<file path="src/rtl/lbist_pkg.sv">
package lbist_pkg;
    localparam int ADDR_W  = 3;
    localparam int NCORE   = 2;
    localparam int CAUSE_W = 3;
    localparam int CDIV_W  = 3;
    localparam int CB_TMO  = 0;
    localparam int CB_CORE = 1;   // core k reports on bit CB_CORE+k

    localparam logic [3:0] RUN_KEY = 4'hA;

    localparam logic [ADDR_W-1:0] A_CTRL0 = 3'd0;
    localparam logic [ADDR_W-1:0] A_CTRL1 = 3'd1;
    localparam logic [ADDR_W-1:0] A_TMO   = 3'd2;
    localparam logic [ADDR_W-1:0] A_STAT  = 3'd3;
    localparam logic [ADDR_W-1:0] A_CAUSE = 3'd4;
    localparam logic [ADDR_W-1:0] A_CDIV  = 3'd5;

    typedef enum logic {ST_IDLE = 1'b0, ST_RUN = 1'b1} run_state_e;

    typedef struct packed {
        logic [15:0]       n_int;
        logic [1:0]        core_sel;
        logic [3:0]        key;
        logic [31:0]       tmo_pre;
        logic [CDIV_W-1:0] div;
    } cfg_t;
endpackage

</file>
<file path="src/rtl/lbist_clk_en.sv">
module lbist_clk_en #(
    parameter int DIV_W = 3
) (
    input  logic             clk,
    input  logic             rst_n,
    input  logic [DIV_W-1:0] div_sel,
    output logic             ce
);
    logic [DIV_W-1:0] cnt_d, cnt_q;

    always_comb begin
        ce    = (cnt_q >= div_sel);
        cnt_d = ce ? '0 : cnt_q + 1'b1;
    end

    always_ff @(posedge clk or negedge rst_n) begin
        if (!rst_n) cnt_q <= '0;
        else        cnt_q <= cnt_d;
    end
endmodule

</file>
<file path="src/rtl/lbist_seq.sv">
module lbist_seq
    import lbist_pkg::*;
#(
    parameter int INTERVAL_TICKS = 4,
    parameter int SEG_LEN_LOG2   = 3,
    parameter int NUM_SEGS       = 4,
    parameter int SEG_W          = (NUM_SEGS > 1) ? $clog2(NUM_SEGS) : 1
) (
    input  logic               clk,
    input  logic               rst_n,
    input  cfg_t               cfg,
    input  logic               ce,
    input  logic [NCORE-1:0]   cmp_fail,
    output logic               busy,
    output logic               start,
    output logic               fin,
    output logic [CAUSE_W-1:0] cause_set,
    output logic [SEG_W-1:0]   seg_id,
    output logic [NCORE-1:0]   core_mask,
    output logic               rst_req
);
    localparam int TICK_W = (INTERVAL_TICKS > 1) ? $clog2(INTERVAL_TICKS) : 1;

    typedef struct packed {
        run_state_e        st;
        logic [31:0]       tmo;
        logic [TICK_W-1:0] tick;
        logic [15:0]       icnt;
        logic              rst_req;
    } seq_t;

    seq_t             d, q;
    logic [NCORE-1:0] sel_mask;
    logic [15:0]      seg_raw;
    logic             iend;
    logic             all_done;

    always_comb begin
        unique case (cfg.core_sel)
            2'd1:    sel_mask = 2'b01;
            2'd2:    sel_mask = 2'b10;
            default: sel_mask = 2'b11;
        endcase
        seg_raw   = q.icnt >> SEG_LEN_LOG2;
        seg_id    = (seg_raw > 16'(NUM_SEGS - 1)) ? SEG_W'(NUM_SEGS - 1) : seg_raw[SEG_W-1:0];
        busy      = (q.st == ST_RUN);
        core_mask = !busy ? '0 : ((seg_id == '0) ? sel_mask : '1);
        start     = (q.st == ST_IDLE) && (cfg.key == RUN_KEY);
        iend      = (q.tick == TICK_W'(INTERVAL_TICKS - 1));
        all_done  = (cfg.n_int == '0) ||
                    (iend && (({1'b0, q.icnt} + 17'd1) == {1'b0, cfg.n_int}));
        rst_req   = q.rst_req;

        d         = q;
        d.rst_req = 1'b0;
        fin       = 1'b0;
        cause_set = '0;

        if (start) begin
            d.st   = ST_RUN;
            d.tmo  = cfg.tmo_pre;
            d.tick = '0;
            d.icnt = '0;
        end else if (busy && ce) begin
            d.tmo  = (q.tmo != '0) ? q.tmo - 32'd1 : '0;
            d.tick = iend ? '0 : q.tick + 1'b1;
            if (iend && (cfg.n_int != '0)) begin
                for (int k = 0; k < NCORE; k++) begin
                    cause_set[CB_CORE + k] = core_mask[k] & cmp_fail[k];
                end
                d.icnt = q.icnt + 16'd1;
            end
            if (all_done) begin
                fin = 1'b1;
            end else if (q.tmo <= 32'd1) begin
                fin               = 1'b1;
                cause_set[CB_TMO] = 1'b1;
            end
            if (fin) begin
                d.st      = ST_IDLE;
                d.rst_req = 1'b1;
            end
        end
    end

    always_ff @(posedge clk or negedge rst_n) begin
        if (!rst_n) q <= '{st: ST_IDLE, tmo: '0, tick: '0, icnt: '0, rst_req: 1'b0};
        else        q <= d;
    end
endmodule

</file>
<file path="src/rtl/lbist_regs.sv">
module lbist_regs
    import lbist_pkg::*;
(
    input  logic               clk,
    input  logic               rst_n,
    input  logic               wr,
    input  logic [ADDR_W-1:0]  addr,
    input  logic [31:0]        wdata,
    output logic [31:0]        rdata,
    input  logic               busy,
    input  logic               start,
    input  logic               fin,
    input  logic [CAUSE_W-1:0] cause_set,
    output cfg_t               cfg,
    output logic               stat_done
);
    typedef struct packed {
        cfg_t               cfg;
        logic               done;
        logic               fail;
        logic [CAUSE_W-1:0] cause;
    } reg_t;

    reg_t d, q;

    always_comb begin
        d = q;
        if (wr && !busy) begin
            unique case (addr)
                A_CTRL0: d.cfg.n_int = wdata[31:16];
                A_CTRL1: begin
                    d.cfg.key      = wdata[3:0];
                    d.cfg.core_sel = wdata[9:8];
                end
                A_TMO:   d.cfg.tmo_pre = wdata;
                A_CDIV:  d.cfg.div     = wdata[CDIV_W-1:0];
                default: ;
            endcase
        end
        if (wr && (addr == A_STAT)) begin
            d.done = q.done & ~wdata[0];
            d.fail = q.fail & ~wdata[1];
        end
        if (wr && (addr == A_CAUSE)) d.cause = q.cause & ~wdata[CAUSE_W-1:0];
        d.cause = d.cause | cause_set;
        if (start) begin
            d.done  = 1'b0;
            d.fail  = 1'b0;
            d.cause = '0;
        end
        if (fin) begin
            d.done    = 1'b1;
            d.fail    = |d.cause;
            d.cfg.key = '0;
        end

        unique case (addr)
            A_CTRL0: rdata = {q.cfg.n_int, 16'h0};
            A_CTRL1: rdata = {22'h0, q.cfg.core_sel, 4'h0, q.cfg.key};
            A_TMO:   rdata = q.cfg.tmo_pre;
            A_STAT:  rdata = {30'h0, q.fail, q.done};
            A_CAUSE: rdata = {{(32-CAUSE_W){1'b0}}, q.cause};
            A_CDIV:  rdata = {{(32-CDIV_W){1'b0}}, q.cfg.div};
            default: rdata = '0;
        endcase
        cfg       = q.cfg;
        stat_done = q.done;
    end

    always_ff @(posedge clk or negedge rst_n) begin
        if (!rst_n) q <= '0;
        else        q <= d;
    end
endmodule

</file>
<file path="src/rtl/lbist_run_ctrl.sv">
module lbist_run_ctrl
    import lbist_pkg::*;
#(
    parameter int INTERVAL_TICKS = 4,
    parameter int SEG_LEN_LOG2   = 3,
    parameter int NUM_SEGS       = 4,
    parameter int SEG_W          = (NUM_SEGS > 1) ? $clog2(NUM_SEGS) : 1
) (
    input  logic              clk,
    input  logic              rst_n,
    input  logic              bus_wr,
    input  logic [ADDR_W-1:0] bus_addr,
    input  logic [31:0]       bus_wdata,
    output logic [31:0]       bus_rdata,
    input  logic [NCORE-1:0]  cmp_fail,
    output logic              run_busy,
    output logic [SEG_W-1:0]  seg_id,
    output logic [NCORE-1:0]  core_mask,
    output logic              core_rst_req
);
    cfg_t               cfg;
    logic               clk_en;
    logic               start;
    logic               fin;
    logic [CAUSE_W-1:0] cause_set;
    logic               stat_done;

    lbist_clk_en #(.DIV_W(CDIV_W)) u_div (
        .clk     (clk),
        .rst_n   (rst_n),
        .div_sel (cfg.div),
        .ce      (clk_en)
    );

    lbist_seq #(
        .INTERVAL_TICKS (INTERVAL_TICKS),
        .SEG_LEN_LOG2   (SEG_LEN_LOG2),
        .NUM_SEGS       (NUM_SEGS),
        .SEG_W          (SEG_W)
    ) u_seq (
        .clk       (clk),
        .rst_n     (rst_n),
        .cfg       (cfg),
        .ce        (clk_en),
        .cmp_fail  (cmp_fail),
        .busy      (run_busy),
        .start     (start),
        .fin       (fin),
        .cause_set (cause_set),
        .seg_id    (seg_id),
        .core_mask (core_mask),
        .rst_req   (core_rst_req)
    );

    lbist_regs u_regs (
        .clk       (clk),
        .rst_n     (rst_n),
        .wr        (bus_wr),
        .addr      (bus_addr),
        .wdata     (bus_wdata),
        .rdata     (bus_rdata),
        .busy      (run_busy),
        .start     (start),
        .fin       (fin),
        .cause_set (cause_set),
        .cfg       (cfg),
        .stat_done (stat_done)
    );
endmodule

</file>
<file path="config.mk">
export PLATFORM = sky130hd
export DESIGN_NAME = lbist_run_ctrl
export DESIGN_NICKNAME = d
export VERILOG_FILES = /design/src/rtl/lbist_pkg.sv /design/src/rtl/lbist_clk_en.sv /design/src/rtl/lbist_seq.sv /design/src/rtl/lbist_regs.sv /design/src/rtl/lbist_run_ctrl.sv
export SDC_FILE = /design/constraint.sdc
export NUM_CORES = 1
export LEC_CHECK = 0
export BUFFER_PORTS_ARGS = -buffer_cell sky130_fd_sc_hd__buf_2
export CAP_MARGIN = 25
export CELL_PAD_IN_SITES_DETAIL_PLACEMENT = 2
export CELL_PAD_IN_SITES_GLOBAL_PLACEMENT = 2
export CORE_MARGIN = 10
export CORE_UTILIZATION = 34
export DETAILED_ROUTE_END_ITERATION = 8
export PLACE_DENSITY = 0.85
export SYNTH_ARGS = -nofsm -noshare
export SYNTH_HDL_FRONTEND = slang
export SYNTH_SLANG_ARGS = --single-unit
</file>
<file path="constraint.sdc">
create_clock -name clk -period 2.7 [get_ports clk]
set_input_delay 0.135 -clock clk [delete_from_list [all_inputs] [get_ports clk]]
set_output_delay 0.135 -clock clk [all_outputs]
set_load 0.02 [all_outputs]
</file>
* Yosys cells after proc, flatten, opt, wreduce, memory -nomap -nowiden
Index checks and enable logic that the tools add are counted.
Cells by class: add/subtract/negate cells 5, $mul 0, divide/modulo/power cells 0, $lt $le $gt $ge 3, eq/ne operators 10, shifts and indexed selects 0, muxes and demuxes 33, bitwise logic cells 10, reduce and logical (&&, ||, !) cells 28
Operator list (number):
- $pmux W32 S6 | 1
- $mux W32 | 2
- $mux W52 | 1
- $mux W51 | 1
- $mux W39 | 1
- $le A32 B1 Y1 const B | 1
- $reduce_bool A32 Y1 | 1
- $sub A32 B1 Y32 const B | 1
- $add A16 B1 Y17 const B | 1
- $eq A17 B16 Y1 | 1
- $add A16 B1 Y16 const B | 1
- $logic_not A16 Y1 | 1
- $mux W16 | 1
- $reduce_bool A16 Y1 | 1
- $mux W3 | 5
- $mux W2 | 7
- $reduce_and A2 Y1 | 7
- $gt A13 B2 Y1 const B | 1
- $mux W1 | 10
- $reduce_bool A2 Y1 | 5
- $mux W4 | 2
- $logic_and A1 B1 Y1 | 7
- $eq A3 B2 Y1 const B | 2
- $eq A3 B3 Y1 const B | 2
- other kinds (20) | 26
Word-level totals: register bits 117, bits in latches 0, bits in writable memories 0, bits in read-only memories 0, input port bits 40, output and inout bits 38, logic and storage cells 103, memories 0

* Depth between registers and ports, before layout
depth after elaboration 13, depth in mapped cells 11

* Cells and area by module
Synthesis repeated with hierarchy kept, for this count alone.
Unflattened totals: cell total of the unflattened synthesis 724, area, all modules 7278.2 um^2
By module, submodules not included:
- lbist_seq | instances 1, cells each 439, area an instance 3674.8 um^2, seq. area each 1301.2 um^2
- lbist_regs | instances 1, cells each 267, area an instance 3405.8 um^2, seq. area each 1551.5 um^2
- lbist_clk_en | instances 1, cells each 18, area an instance 197.7 um^2, seq. area each 75.1 um^2

* Worst setup path before layout
Ideal clock, no wire load.
path kind flip-flop to flip-flop, start register u_seq.q[39] in the netlist's numbering, end register u_seq.q[34] in the netlist's numbering, library setup time 0.126 ns, data arrival time 2.594 ns, data required time 2.574 ns, path slack -0.020 ns, stages on the path, launching flop included 10, buffers on the path 3, period minus slack after synthesis 2.720 ns, cells stage by stage dfrtp_1 > or4_1 > or4_1 > buf_2 > nor4_4 > a311o_1 > buf_4 > buf_6 > o21ai_1 > a221o_1
Between the ends: cells in the longest elaborated chain, start to end 4
Ends and longest elaborated chain:
- from (decl) | RTL line lbist_seq.sv:32 | seq_t d, q;
- from (signal assigned) | RTL line lbist_seq.sv:87 | if (!rst_n) q <= '{st: ST_IDLE, tmo: '0, tick: '0, icnt: '0, rst_req: 1'b0};
- $reduce_bool A32 Y1 | RTL line lbist_seq.sv:65 | d.tmo = (q.tmo != '0) ? q.tmo - 32'd1 : '0;
- $mux W32 | RTL line lbist_seq.sv:65
- $mux W52 | RTL line lbist_seq.sv:64 | end else if (busy && ce) begin
- $mux W51 | RTL line lbist_seq.sv:59 | if (start) begin
Every way passes these cells. The select of a mux whose other input is x is not followed. A chain may end at the register's enable or synchronous reset.

* Worst setup path in the final report
start register u_seq.q[39] in the netlist's numbering, end register u_seq.q[31] in the netlist's numbering
The elaborated chain is that of the path after synthesis.

==> flow_metrics.tcl <==
set metrics [dict create \
    yosys.cell_types.count 60 \
    root_buffer "clkbuf_16" \
    period_share_pct 104 \
    ys_seq_area_share_pct 45.0 \
    cts_buffers 17 \
    cp_top_family "simple AND/OR/NAND/NOR gates" \
    setup_ws_ns -0.106 \
    row_count 50 \
    drt-wirelength-per-cell_um 28.1 \
    power.leakage_nw 3.72 \
    reg2reg_from "u_seq.q[39]" \
    die_w_um 158 \
    worst-slew-pin-transition_ns 0.740 \
    clkTransAtPathRegs_ns 0.06 \
    worst_ir_drop_vdd_mv 0.565 \
    power_per_cell_area_nw_per_um2 1220 \
    holdWs_ns 0.0278 \
    fillers 1927 \
    synthFlopType "dfrtp_1" \
    clk_path_buf_depth 2 \
    setup_viol 15 \
    final_cells 1035 \
    initial_core_util_pct 34.7 \
    place.port_buffers 77 \
    antenna_found_initial 0 \
    grt_pass1_vias 7228 \
    fin_tns_setup_ns -0.585 \
    crit_type "reg2reg" \
    num_io_pins 78 \
    skew_ns 0.0173 \
    dp_slack_ns -0.0962 \
    slew_headroom_pct 50.7 \
    violations "negative setup slack" \
    cts_tree "yes" \
    hold_viol 0 \
    rsz0062_at_grt "true" \
    synth_top_area_share_pct 45.0 \
    synth_top_area_cell "dfrtp_1" \
    drt_iter0_markers 503 \
    clock-sinks 117 \
    synthArstFlopShare_pct 100 \
    total_power_mw 10.2 \
    cp_common_cell "or4_4" \
    fmax_mhz 356 \
    drc 0 \
    avgViaCountPerCell 6.11 \
    dieHeight_um 158 \
    routed_wl_mm 29.1 \
    cp.required_ns 3.02 \
    areaGrowthSynthToFinish_pct 29.0 \
    antenna-diode-count 0 \
    drtPass1Iterations 5 \
    cp_slowest_stage_delay_ns 0.55 \
    grt_first_pass_wirelength_mm 45.7 \
    gr-usage-all-layers_pct 23.8 \
    num_vias 6319 \
    period_minus_slack_ns 2.81 \
    synth_cells 669 \
    clk-insertion-delay-late_ns 0.45 \
    place_inst 968 \
    synth_warnings 0 \
    end_kind "flip-flop" \
    worstHoldStart "bus_wdata[2]" \
    outcome "finished, violations left" \
    synth.area.top_cells "dfrtp_1 (45%), mux2_2 (9.2%), nand2_1 (3.6%)" \
    syn-cell-area_um2 6510 \
    cp_num_buf_inv 2 \
    cp_slowest_cell "or4_4" \
    dp_hpwl_mm 17.3 \
    grt_overflow_total 0 \
    coreArea_um2 18800 \
    synth_edf_count 0 \
    postSynthAreaPerCell_um2 9.73 \
    die_area_um2 25100 \
    grt_max_degree 65 \
    postRouteAntennaNets 0 \
    fin_nets 837 \
    finalMaxSlewViolations 0 \
    arrival_ns 3.12 \
    ys_ff_latch 117 \
    holdCritPathClass "in2reg" \
    startpoint "u_seq.q[39]" \
    path_cells "or4_4 -> or4_4 -> nor4_4 -> a311o_1 -> buf_6 -> bufbuf_16 -> o211ai_1 -> o21ai_1 -> nand2_1" \
    drive_gt1_share_pct 30.1 \
    syn-num-nets 717 \
    place_congestion 0.890 \
    cts.htree.levels 4 \
    crit_fanout 15 \
    maxCapViolCount 0 \
    cp-start-kind "flip-flop" \
]
==> sequential cells by signal, indices dropped and copies added, names as in the netlist <==
name	cells
u_seq.rst_req	1
u_seq.q	50
u_regs.stat_done	1
u_regs.cfg	57
u_div.cnt_q	3
u_seq.busy	1
u_regs.q	4
==> repair_timing <==
| action | in CTS | in global routing |
|---|---|---|
| setup endpoints to repair | 40 | 35 |
| hold buffers | 31 | 0 |
| resized for setup | 12 | 27 |
| buffers inserted | 1 | 3 |
| cloned | 1 | 0 |
| pin swaps | 1 | 6 |
| hold endpoints to repair | 100 | 0 |
==> layout make-up <==
class | count | area (um^2) | area share [%]
inverters | 14 | 52.6 | 0.626
multi-input cells | 492 | 3450 | 41.1
flip-flops and latches | 117 | 2940 | 35.0
repair buffers | 147 | 1060 | 12.6
clock inverters | 12 | 153 | 1.82
clock buffers | 19 | 453 | 5.39
well taps | 234 | 293 | 3.49
==> cell usage in the layout (no fill, tap or decap), drive strengths merged, types with 3 or more instances in the layout <==
cell	netlist	routed
a221o	11	11
nor3b	5	5
nand2b	4	4
a21oi	18	18
and3	5	5
o41ai	3	3
a22o	16	16
or3	6	6
nor3	20	20
nor2	46	46
bufinv	0	3
nand3	18	18
or2	7	7
mux2i	7	7
and2	12	12
nor4	27	27
o211ai	6	6
o31ai	7	7
nor2b	5	5
ha	8	8
o21ai	49	49
dfrtp	117	117
dlygate4sd3	0	31
xor2	9	9
clkinvlp	0	4
buf	11	115
a31oi	3	3
or4	10	10
o311ai	3	3
inv	14	16
clkinv	0	3
a21o	3	3
o22ai	6	6
clkbuf	35	19
nand2	62	62
nand4	6	6
xnor2	21	21
mux2	53	53
a22oi	11	11
o31a	3	3
==> through the flow <==
step / area (um^2) / utilization (%)
floorplan: 6510 / -
global placement: 7290 / 38.8
detailed placement: 7290 / 38.8
CTS: 8290 / 44.2
global route: 8400 / 44.7
finish: 8400 / 44.7
==> kinds of logic (layout without fill, tap and decap cells) <==
kind of cell	Yosys count	in the layout	synth area share, %
simple gates	240	240	19.0
compound gates	154	154	16.4
flops	117	117	45.0
mux	60	60	10.2
buf+inv	60	192	3.77
xor+xnor	30	30	4.04
fa+ha+maj	8	8	1.54
==> Yosys cell counts, drive strengths merged, types with 6 or more instances <==
cell type / count
a21oi: 18
a221o: 11
a22o: 16
a22oi: 11
and2: 12
buf: 11
clkbuf: 35
dfrtp: 117
ha: 8
inv: 14
mux2: 53
mux2i: 7
nand2: 62
nand3: 18
nand4: 6
nor2: 46
nor3: 20
nor4: 27
o211ai: 6
o21ai: 49
o22ai: 6
o31ai: 7
or2: 7
or3: 6
or4: 10
xnor2: 21
xor2: 9
==> report_power, final <==
group,internal [mW],switching [mW],leakage [nW]
registers,2.44,0.924,1.48
clock network,1.49,0.950,0.288
logic,1.83,2.57,1.95
==> layer usage <==
metal | GRT usage, % | vias to the layer above | part of all wire (%)
li1 | - | 2712 | -
met1 | 28.3 | 3285 | 41
met2 | 41.1 | 243 | 50
met3 | 4.40 | 79 | 4.9
met4 | 10.7 | 0 | 3.7
met5 | 0 | - | 0
==> worst paths after layout <==
kind,endpoint,slack (ns),cells past startpoint
worst max-delay path,u_seq.q[31],-0.11,9
worst min-delay path,u_regs.cfg[2],0.03,2
worst max register to register,u_seq.q[31],-0.11,9
worst min register to register,u_regs.stat_done,0.52,1
max in group asynchronous,u_seq.q[9],1.56,3
min in group asynchronous,u_regs.cfg[16],0.30,2
No activity file was read; power rests on OpenSTA's default activity.
